==> src/rtl/merge_sched_pkg.sv <==
package merge_sched_pkg;

    typedef enum logic {
        SQ_IDLE = 1'b0,
        SQ_RUN  = 1'b1
    } seq_state_e;

    // Element serving a row in a given stage (stage >= 1).
    function automatic int grp_owner(input int row, input int stg);
        if (stg < 1) return 0;
        return ((row >> stg) << stg) + (1 << (stg - 1)) - 1;
    endfunction

    // True when an element sits on the middle boundary of its group.
    function automatic logic elem_on(input int elem, input int stg);
        if (stg < 1) return 1'b0;
        return ((elem + 1) % (1 << stg)) == (1 << (stg - 1));
    endfunction

endpackage

==> src/rtl/merge_seq.sv <==
module merge_seq
    import merge_sched_pkg::*;
#(
    parameter int N_ROWS   = 8,
    parameter int N_STAGES = 2,
    parameter int STG_W    = 2,
    localparam int IT_W    = $clog2(N_ROWS)
) (
    input  logic             clk,
    input  logic             rst,
    input  logic             start,
    output logic             busy,
    output logic             done,
    output logic [STG_W-1:0] stage
);

    seq_state_e      st;
    logic [IT_W-1:0] it;
    logic            done_q;
    logic [STG_W-1:0] stg;

    always_ff @(posedge clk) begin
        if (rst) begin
            st     <= SQ_IDLE;
            stg    <= '0;
            it     <= '0;
            done_q <= 1'b0;
        end else begin
            done_q <= 1'b0;
            case (st)
                SQ_IDLE: begin
                    if (start) begin
                        st  <= SQ_RUN;
                        stg <= STG_W'(1);
                        it  <= '0;
                    end
                end
                SQ_RUN: begin
                    if (it == IT_W'(N_ROWS - 1)) begin
                        it <= '0;
                        if (stg == STG_W'(N_STAGES)) begin
                            st     <= SQ_IDLE;
                            stg    <= '0;
                            done_q <= 1'b1;
                        end else begin
                            stg <= stg + 1'b1;
                        end
                    end else begin
                        it <= it + 1'b1;
                    end
                end
                default: st <= SQ_IDLE;
            endcase
        end
    end

    assign busy  = (st == SQ_RUN);
    assign done  = done_q;
    assign stage = stg;

endmodule

==> src/rtl/merge_pe.sv <==
module merge_pe #(
    parameter int LBL_W = 6
) (
    input  logic             act,
    input  logic [LBL_W-1:0] lbl_lo,
    input  logic [LBL_W-1:0] lbl_hi,
    output logic             vld,
    output logic [LBL_W-1:0] val_new,
    output logic [LBL_W-1:0] val_key
);

    logic a_small;

    always_comb begin
        a_small = (lbl_lo < lbl_hi);
        val_new = a_small ? lbl_lo : lbl_hi;
        val_key = a_small ? lbl_hi : lbl_lo;
        vld     = act && (lbl_lo != lbl_hi)
                      && (lbl_lo != '0) && (lbl_hi != '0);
    end

endmodule

==> src/rtl/merge_tree.sv <==
module merge_tree
    import merge_sched_pkg::*;
#(
    parameter int N_ROWS = 8,
    parameter int LBL_W  = 6,
    parameter int STG_W  = 2,
    localparam int N_PE  = N_ROWS - 1,
    localparam int EW    = $clog2(N_PE)
) (
    input  logic [STG_W-1:0]           stage,
    input  logic [N_PE-1:0]            pe_vld,
    input  logic [N_PE-1:0][LBL_W-1:0] pe_new,
    input  logic [N_PE-1:0][LBL_W-1:0] pe_key,
    output logic [N_ROWS-1:0]            row_en,
    output logic [N_ROWS-1:0][LBL_W-1:0] row_new,
    output logic [N_ROWS-1:0][LBL_W-1:0] row_key
);

    for (genvar r = 0; r < N_ROWS; r++) begin : g_row
        logic [EW-1:0] sel;
        always_comb begin
            sel = EW'(grp_owner(r, int'(stage)));
            if (stage == '0) begin
                row_en[r]  = 1'b0;
                row_new[r] = '0;
                row_key[r] = '0;
            end else begin
                row_en[r]  = pe_vld[sel];
                row_new[r] = pe_new[sel];
                row_key[r] = pe_key[sel];
            end
        end
    end

endmodule

==> src/rtl/merge_sched_top.sv <==
module merge_sched_top
    import merge_sched_pkg::*;
#(
    parameter int N_ROWS   = 8,
    localparam int LOG_N   = $clog2(N_ROWS),
    localparam int LBL_W   = 2 * LOG_N,
    localparam int N_STAGES = LOG_N - 1,
    localparam int STG_W   = $clog2(N_STAGES + 1)
) (
    input  logic                        clk,
    input  logic                        rst,
    input  logic                        start,
    input  logic [N_ROWS-1:0][LBL_W-1:0] row_lbl,
    output logic                        busy,
    output logic                        done,
    output logic                        shift,
    output logic [STG_W-1:0]            stage,
    output logic [N_ROWS-1:0]            upd_en,
    output logic [N_ROWS-1:0][LBL_W-1:0] upd_new,
    output logic [N_ROWS-1:0][LBL_W-1:0] upd_key
);

    localparam int N_PE = N_ROWS - 1;

    logic [N_PE-1:0]            pe_vld;
    logic [N_PE-1:0][LBL_W-1:0] pe_new;
    logic [N_PE-1:0][LBL_W-1:0] pe_key;

    merge_seq #(
        .N_ROWS  (N_ROWS),
        .N_STAGES(N_STAGES),
        .STG_W   (STG_W)
    ) u_seq (
        .clk  (clk),
        .rst  (rst),
        .start(start),
        .busy (busy),
        .done (done),
        .stage(stage)
    );

    assign shift = busy;

    for (genvar e = 0; e < N_PE; e++) begin : g_pe
        logic act;
        assign act = busy && elem_on(e, int'(stage));
        merge_pe #(.LBL_W(LBL_W)) u_pe (
            .act    (act),
            .lbl_lo (row_lbl[e]),
            .lbl_hi (row_lbl[e+1]),
            .vld    (pe_vld[e]),
            .val_new(pe_new[e]),
            .val_key(pe_key[e])
        );
    end

    merge_tree #(
        .N_ROWS(N_ROWS),
        .LBL_W (LBL_W),
        .STG_W (STG_W)
    ) u_tree (
        .stage  (stage),
        .pe_vld (pe_vld),
        .pe_new (pe_new),
        .pe_key (pe_key),
        .row_en (upd_en),
        .row_new(upd_new),
        .row_key(upd_key)
    );

endmodule

==> config.mk <==
export PLATFORM = sky130hd
export DESIGN_NAME = merge_sched_top
export DESIGN_NICKNAME = d
export VERILOG_FILES = /design/src/rtl/merge_sched_pkg.sv /design/src/rtl/merge_seq.sv /design/src/rtl/merge_pe.sv /design/src/rtl/merge_tree.sv /design/src/rtl/merge_sched_top.sv
export SDC_FILE = /design/constraint.sdc
export NUM_CORES = 1
export LEC_CHECK = 0
export BUFFER_PORTS_ARGS = -buffer_cell sky130_fd_sc_hd__clkbuf_2
export CAP_MARGIN = 40
export CORE_ASPECT_RATIO = 0.9
export CORE_MARGIN = 5
export CORE_UTILIZATION = 50
export DETAILED_ROUTE_END_ITERATION = 10
export PLACE_DENSITY_LB_ADDON = 0.05
export RECOVER_POWER = 25
export SLEW_MARGIN = 25
export SYNTH_ARGS = -nofsm -noshare
export SYNTH_HDL_FRONTEND = slang
export SYNTH_HIERARCHICAL = 1
export SYNTH_SLANG_ARGS = --single-unit
==> constraint.sdc <==
create_clock -name clk -period 5.9 [get_ports clk]
set_input_delay 1.18 -clock clk [delete_from_list [all_inputs] [get_ports clk]]
set_output_delay 1.18 -clock clk [all_outputs]
set_load 0.05 [all_outputs]
# [Yosys cells after proc, flatten, opt, wreduce, memory -nomap -nowiden]
# Index checks and enable logic that the tools add are counted.
[totals] input_bits=51 wordCells=238 out_inout_bits=109 reg_bits=7
[op_classes] n_mux=115 n_reduce_logical=39 n_div=7 n_addsub=19 n_lt_le_gt_ge=16 shift=18 bitwise=2 n_eq_ne=18
[op_table] op="6-bit binary-select mux with 3-bit select" n=16
[op_table] op="6-bit two-way mux" n=46
[op_table] op="32-bit by 2-bit left shift with 3-bit output" n=8
[op_table] op="32-bit equality test" n=7
[op_table] op="4-bit by 32-bit modulo with 32-bit output (first input constant)" n=4
[op_table] op="3-bit by 2-bit >> shifter with 32-bit output (first input constant)" n=4
[op_table] op="3-bit by 32-bit modulo with 32-bit output (first input constant)" n=2
[op_table] op="1-bit by 2-bit >> shifter with 32-bit output (first input constant)" n=2
[op_table] op="2-bit by 2-bit >> shifter with 32-bit output (first input constant)" n=2
[op_table] op="6-bit nonzero test" n=8
[op_table] op="6-bit < comparator" n=7
[op_table] op="6-bit inequality test" n=7
[op_table] op="3-bit by 4-bit < comparator with 1-bit output (second input constant)" n=8
[op_table] op="2-bit by 32-bit modulo with 32-bit output (first input constant)" n=1
[op_table] op="1-bit by 2-bit left shift with 32-bit output (first input constant)" n=1
[op_table] op="1-bit by 32-bit left shift with 32-bit output (first input constant)" n=1
[op_table] op="3-bit two-way mux" n=10
[op_table] op="1-bit two-way mux" n=29
[op_table] op="1-bit logical AND" n=28
[op_table] op="3-bit adder" n=8
[op_table] op="1-bit binary-select mux with 3-bit select" n=8
[op_table] op="3-bit by 2-bit subtractor with 3-bit output (second input constant)" n=8
[op_table] op="2-bit two-way mux" n=3
[op_table] op="3-bit one-hot mux with 2 select lines" n=1
[op_table] op="13 further kinds" n=15

# [Logic depth before layout (Yosys ltp)]
[depth] word_depth=11 mapped_depth=13 mapped_depth_nobuf=11

# [Hierarchy]
# Netlist, hierarchy kept.
[modules_own_cells] mod="merge_tree" n_inst=1 area_per_inst_um2=4312.9 cells_per_inst=550 seq_area_each_um2=0.0
[modules_own_cells] mod="merge_pe" n_inst=7 area_per_inst_um2=324.1 cells_per_inst=38 seq_area_each_um2=0.0
[modules_own_cells] mod="merge_seq" n_inst=1 area_per_inst_um2=332.8 cells_per_inst=32 seq_area_each_um2=140.1
[modules_own_cells] mod="merge_sched_top" n_inst=1 area_per_inst_um2=32.5 cells_per_inst=4 seq_area_each_um2=0.0

# [Worst setup path after synthesis]
# OpenSTA, ideal clock, no wires.
[synth_timing] kind="input -> output" start="input port row_lbl[11] (netlist bit)" end="output port upd_key[10] (netlist bit)" arrival_ps=3766 n_path_buf=1 setup_slack_ps=954 stages=9 t_required_ps=4720 path_cell_list="inv_1 -> ha_1 -> nand4_1 -> o221ai_2 -> buf_6 -> mux2_2 -> nor3b_1 -> a21oi_1 -> a311oi_1"
[synth_rtl] item="start, declared" line_no="merge_sched_top.sv:13" source="input logic [N_ROWS-1:0][LBL_W-1:0] row_lbl,"
[synth_rtl] item="end, declared" line_no="merge_sched_top.sv:20" source="output logic [N_ROWS-1:0][LBL_W-1:0] upd_key"

# [Worst setup path after layout]
[layout_timing] start="input port row_lbl[47] (netlist bit)" end="output port upd_en[2]"
[layout_between] elab_chain_cells=7 word_cells_on_any_way=8 cone_classes="eq/ne (1); mux (3); reduce/logical (4)"
[layout_lines] item="6-bit inequality test" line_no="merge_pe.sv:18" source="vld = act && (lbl_lo != lbl_hi)"
[layout_lines] item="1-bit logical AND" line_no="merge_pe.sv:18"
[layout_lines] item="1-bit logical AND" line_no="merge_pe.sv:19" source="&& (lbl_lo != '0) && (lbl_hi != '0);"
[layout_lines] item="1-bit logical AND (*)" line_no="merge_pe.sv:19"
[layout_lines] item="via pe_vld[6]" line_no="merge_sched_top.sv:25" source="logic [N_PE-1:0] pe_vld;"
[layout_lines] item="1-bit binary-select mux with 3-bit select (*)" line_no="merge_tree.sv:28" source="row_en[r] = pe_vld[sel];"
[layout_lines] item="1-bit two-way mux (not written as such) (*)" line_no="merge_tree.sv:28"
[layout_lines] item="1-bit two-way mux (*)" line_no="merge_tree.sv:23" source="if (stage == '0) begin"
[layout_lines] item="end, declared" line_no="merge_sched_top.sv:18" source="output logic [N_ROWS-1:0] upd_en,"
# The timed path passes the listed nets; every way through them passes the cells marked *. The select of a mux whose other input is x is not followed.

==> impl_metrics.json <==
{
  "status": "completed",
  "clkSinkCount": 7,
  "synth_area_leaders": "mux4_2 (16%), mux2_2 (15%), mux2i_1 (12%), ha_1 (10%), a21oi_1 (5.3%)",
  "crit_top_cell": "nor2_1",
  "netlist.top_cell.by_area": "mux4_2",
  "grt_max_degree": 79,
  "slowest_delay_ps": 690,
  "endpoint_kind": "output pin",
  "cts_hold_buf": 0,
  "r2r_start": "u_seq/it[0]",
  "ys_seq_area_frac": 0.0202,
  "numCtsBuffers": 3,
  "io_pins": 160,
  "synth.top_cell.area_share": 0.162,
  "grt.total_usage": 0.284,
  "start_util": 0.516,
  "avgSynthCellArea_um2": 8.15,
  "async_flop_share": 0,
  "via_per_inst": 6.51,
  "cts_buffer_depth": 2,
  "post_cts_resized": 0,
  "core_area_um2": 13500,
  "drc": 0,
  "ys_ff_latch": 7,
  "die-width_um": 134,
  "vias": 7314,
  "period_needed_ps": 5320,
  "gp_congestion": 0.979,
  "synth_warnings": 6,
  "rows": 40,
  "hold_viol": 0,
  "first_iter_violations": 846,
  "tightest_slew_ps": 857,
  "critPathTopFamily": "compound AO/OA/AOI/OAI gates",
  "fin_crit_sh": 0.902,
  "finalSetupViolCount": 0,
  "maxCapViolations": 0,
  "cp_num_buf_inv": 3,
  "fin_skew_ps": 1.46,
  "grt_pass1_wl_um": 37800,
  "clock_latency_ps": 230,
  "nFillCells": 1284,
  "synth_common_cells": "mux2_2 (94), nor2_1 (82), mux2i_1 (81)",
  "max_freq_mhz": 188,
  "syn-num-nets": 959,
  "worstSetupPathType": "input pin to output pin",
  "antenna_cells": 0,
  "critPathSlowestCell": "a311oi_1",
  "antenna_found_initial": 0,
  "setup_ws_ps": 577,
  "wl_per_cell_um": 21.6,
  "p_per_area_nw_per_um2": 158,
  "cp_max_fo": 4,
  "cts_max_level": 1,
  "slew_violations": 0,
  "fin_nets": 1064,
  "drive_gt1_frac": 0.341,
  "dp_hpwl_um": 19300,
  "slew_headroom": 0.425,
  "cp-startpoint": "row_lbl[47]",
  "cts_setup_buffers": 0,
  "hp-class": "register to register",
  "syn-cell-area_um2": 6950,
  "cp_cell_sequence": "clkbuf_2, inv_1, ha_1, nand4_1, o21ai_0, a311oi_1, nor2b_1, nor2_1, a21oi_1, mux2i_1, nor2_1, clkbuf_1",
  "die_h_um": 122,
  "critPathRequiredTime_ps": 4720,
  "vdd_drop_max_v": 0.000134,
  "p_leak_nw": 3.22,
  "crit_arrival_ps": 4140,
  "clk_pin_slew_ps": 40,
  "rsz0062_at_grt": "no",
  "synth_flop_cell": "dfxtp_1",
  "dieArea_um2": 16400,
  "drtAntennaViolNets": 0,
  "grt_pass1_vias": 6917,
  "grt_overflow_total": 0,
  "tns_ps": 0,
  "cts_tree": "built",
  "area_delta_synth_final_pct": 11.2,
  "pre_cts_ws_ps": 677,
  "startpoint_type": "input pin",
  "yosysMostFrequentCell": "mux2_2",
  "dr.pass1.iters": 6,
  "io_buffer_count": 159,
  "p_total_mw": 1.22,
  "wirelength_um": 24300,
  "syn_inst": 852,
  "ctsRootBufferMaster": "clkbuf_16",
  "synth.distinct_cells": 50,
  "final_util": 0.574,
  "hold_start": "u_seq/it[0]",
  "synth-edff-count": 0
}
==> state kept, by name, summed over array words and instances (netlist names) <==
signal,cells
u_seq/it,3
u_seq/stage,2
u_seq/busy,1
u_seq/done,1
==> power by group <==
group / leakage (nW) / total, mW / switching, mW / internal (mW)
sequential: 0.0572 / 0.0522 / 0.00283 / 0.0494
combinational: 3.12 / 1.05 / 0.675 / 0.376
clock: 0.0382 / 0.116 / 0.0258 / 0.0899
==> cell type report <==
| class | instances | area [um2] | area share |
|---|---|---|---|
| inverter | 55 | 206 | 0.0267 |
| clock buffer | 4 | 78.8 | 0.0102 |
| timing repair buffer | 180 | 985 | 0.127 |
| tap | 168 | 210 | 0.0272 |
| sequential | 7 | 140 | 0.0181 |
| multi-input combinational | 710 | 6100 | 0.790 |
==> tightest hold or removal path, stage by stage, from the launching register on <==
cell     delay (ps)
dfxtp_1         330
or3b_1          110
a21oi_1          50
==> metrics by stage <==
step / hold WS (ps) / instances / cell area [um2]
6_report: 547 / 1124 / 7720
5_1_grt: 580 / 1124 / 7720
4_1_cts: 554 / 1119 / 7690
3_5_place_dp: 549 / 1115 / 7620
3_3_place_gp: 531 / 1113 / 7560
2_1_floorplan: 510 / 852 / 6950
==> cell usage in the layout, fill, tap and decap left out, types with 17 or more instances in the layout <==
master,n
a311oi_1,17
clkbuf_2,139
mux2i_1,81
mux4_2,50
nor2_1,81
nor2b_1,28
ha_1,53
clkbuf_1,22
inv_1,55
nand2_1,78
mux2_2,93
o21ai_0,36
a21oi_1,73
==> per-layer routing <==
layer / wire, um / vias up / GRT usage / share of wire
li1: - / 3360 / - / -
met1: 9830 / 3560 / 0.381 / 0.41
met2: 11800 / 346 / 0.495 / 0.49
met3: 1910 / 48 / 0.0244 / 0.079
met4: 725 / 0 / 0.0744 / 0.030
met5: 0 / - / 0 / 0
==> kinds of logic after synthesis <==
logic type,synth area share
and+or+nand+nor,0.183
muxes,0.439
AOI/OAI and AO/OA,0.149
buffers and inverters,0.105
adders and majority gates,0.101
DFF,0.0202
xor gates and xnor gates,0.00378
==> worst paths after layout <==
check | end | slack, ps | cells after the start
hold reg to reg | u_seq/it[0] | 550 | 2
hold / removal | u_seq/it[0] | 550 | 2
setup / recovery | upd_en[2] | 580 | 12
setup reg to reg | u_seq/it[0] | 4580 | 4
(Power assumes the default switching activity.)
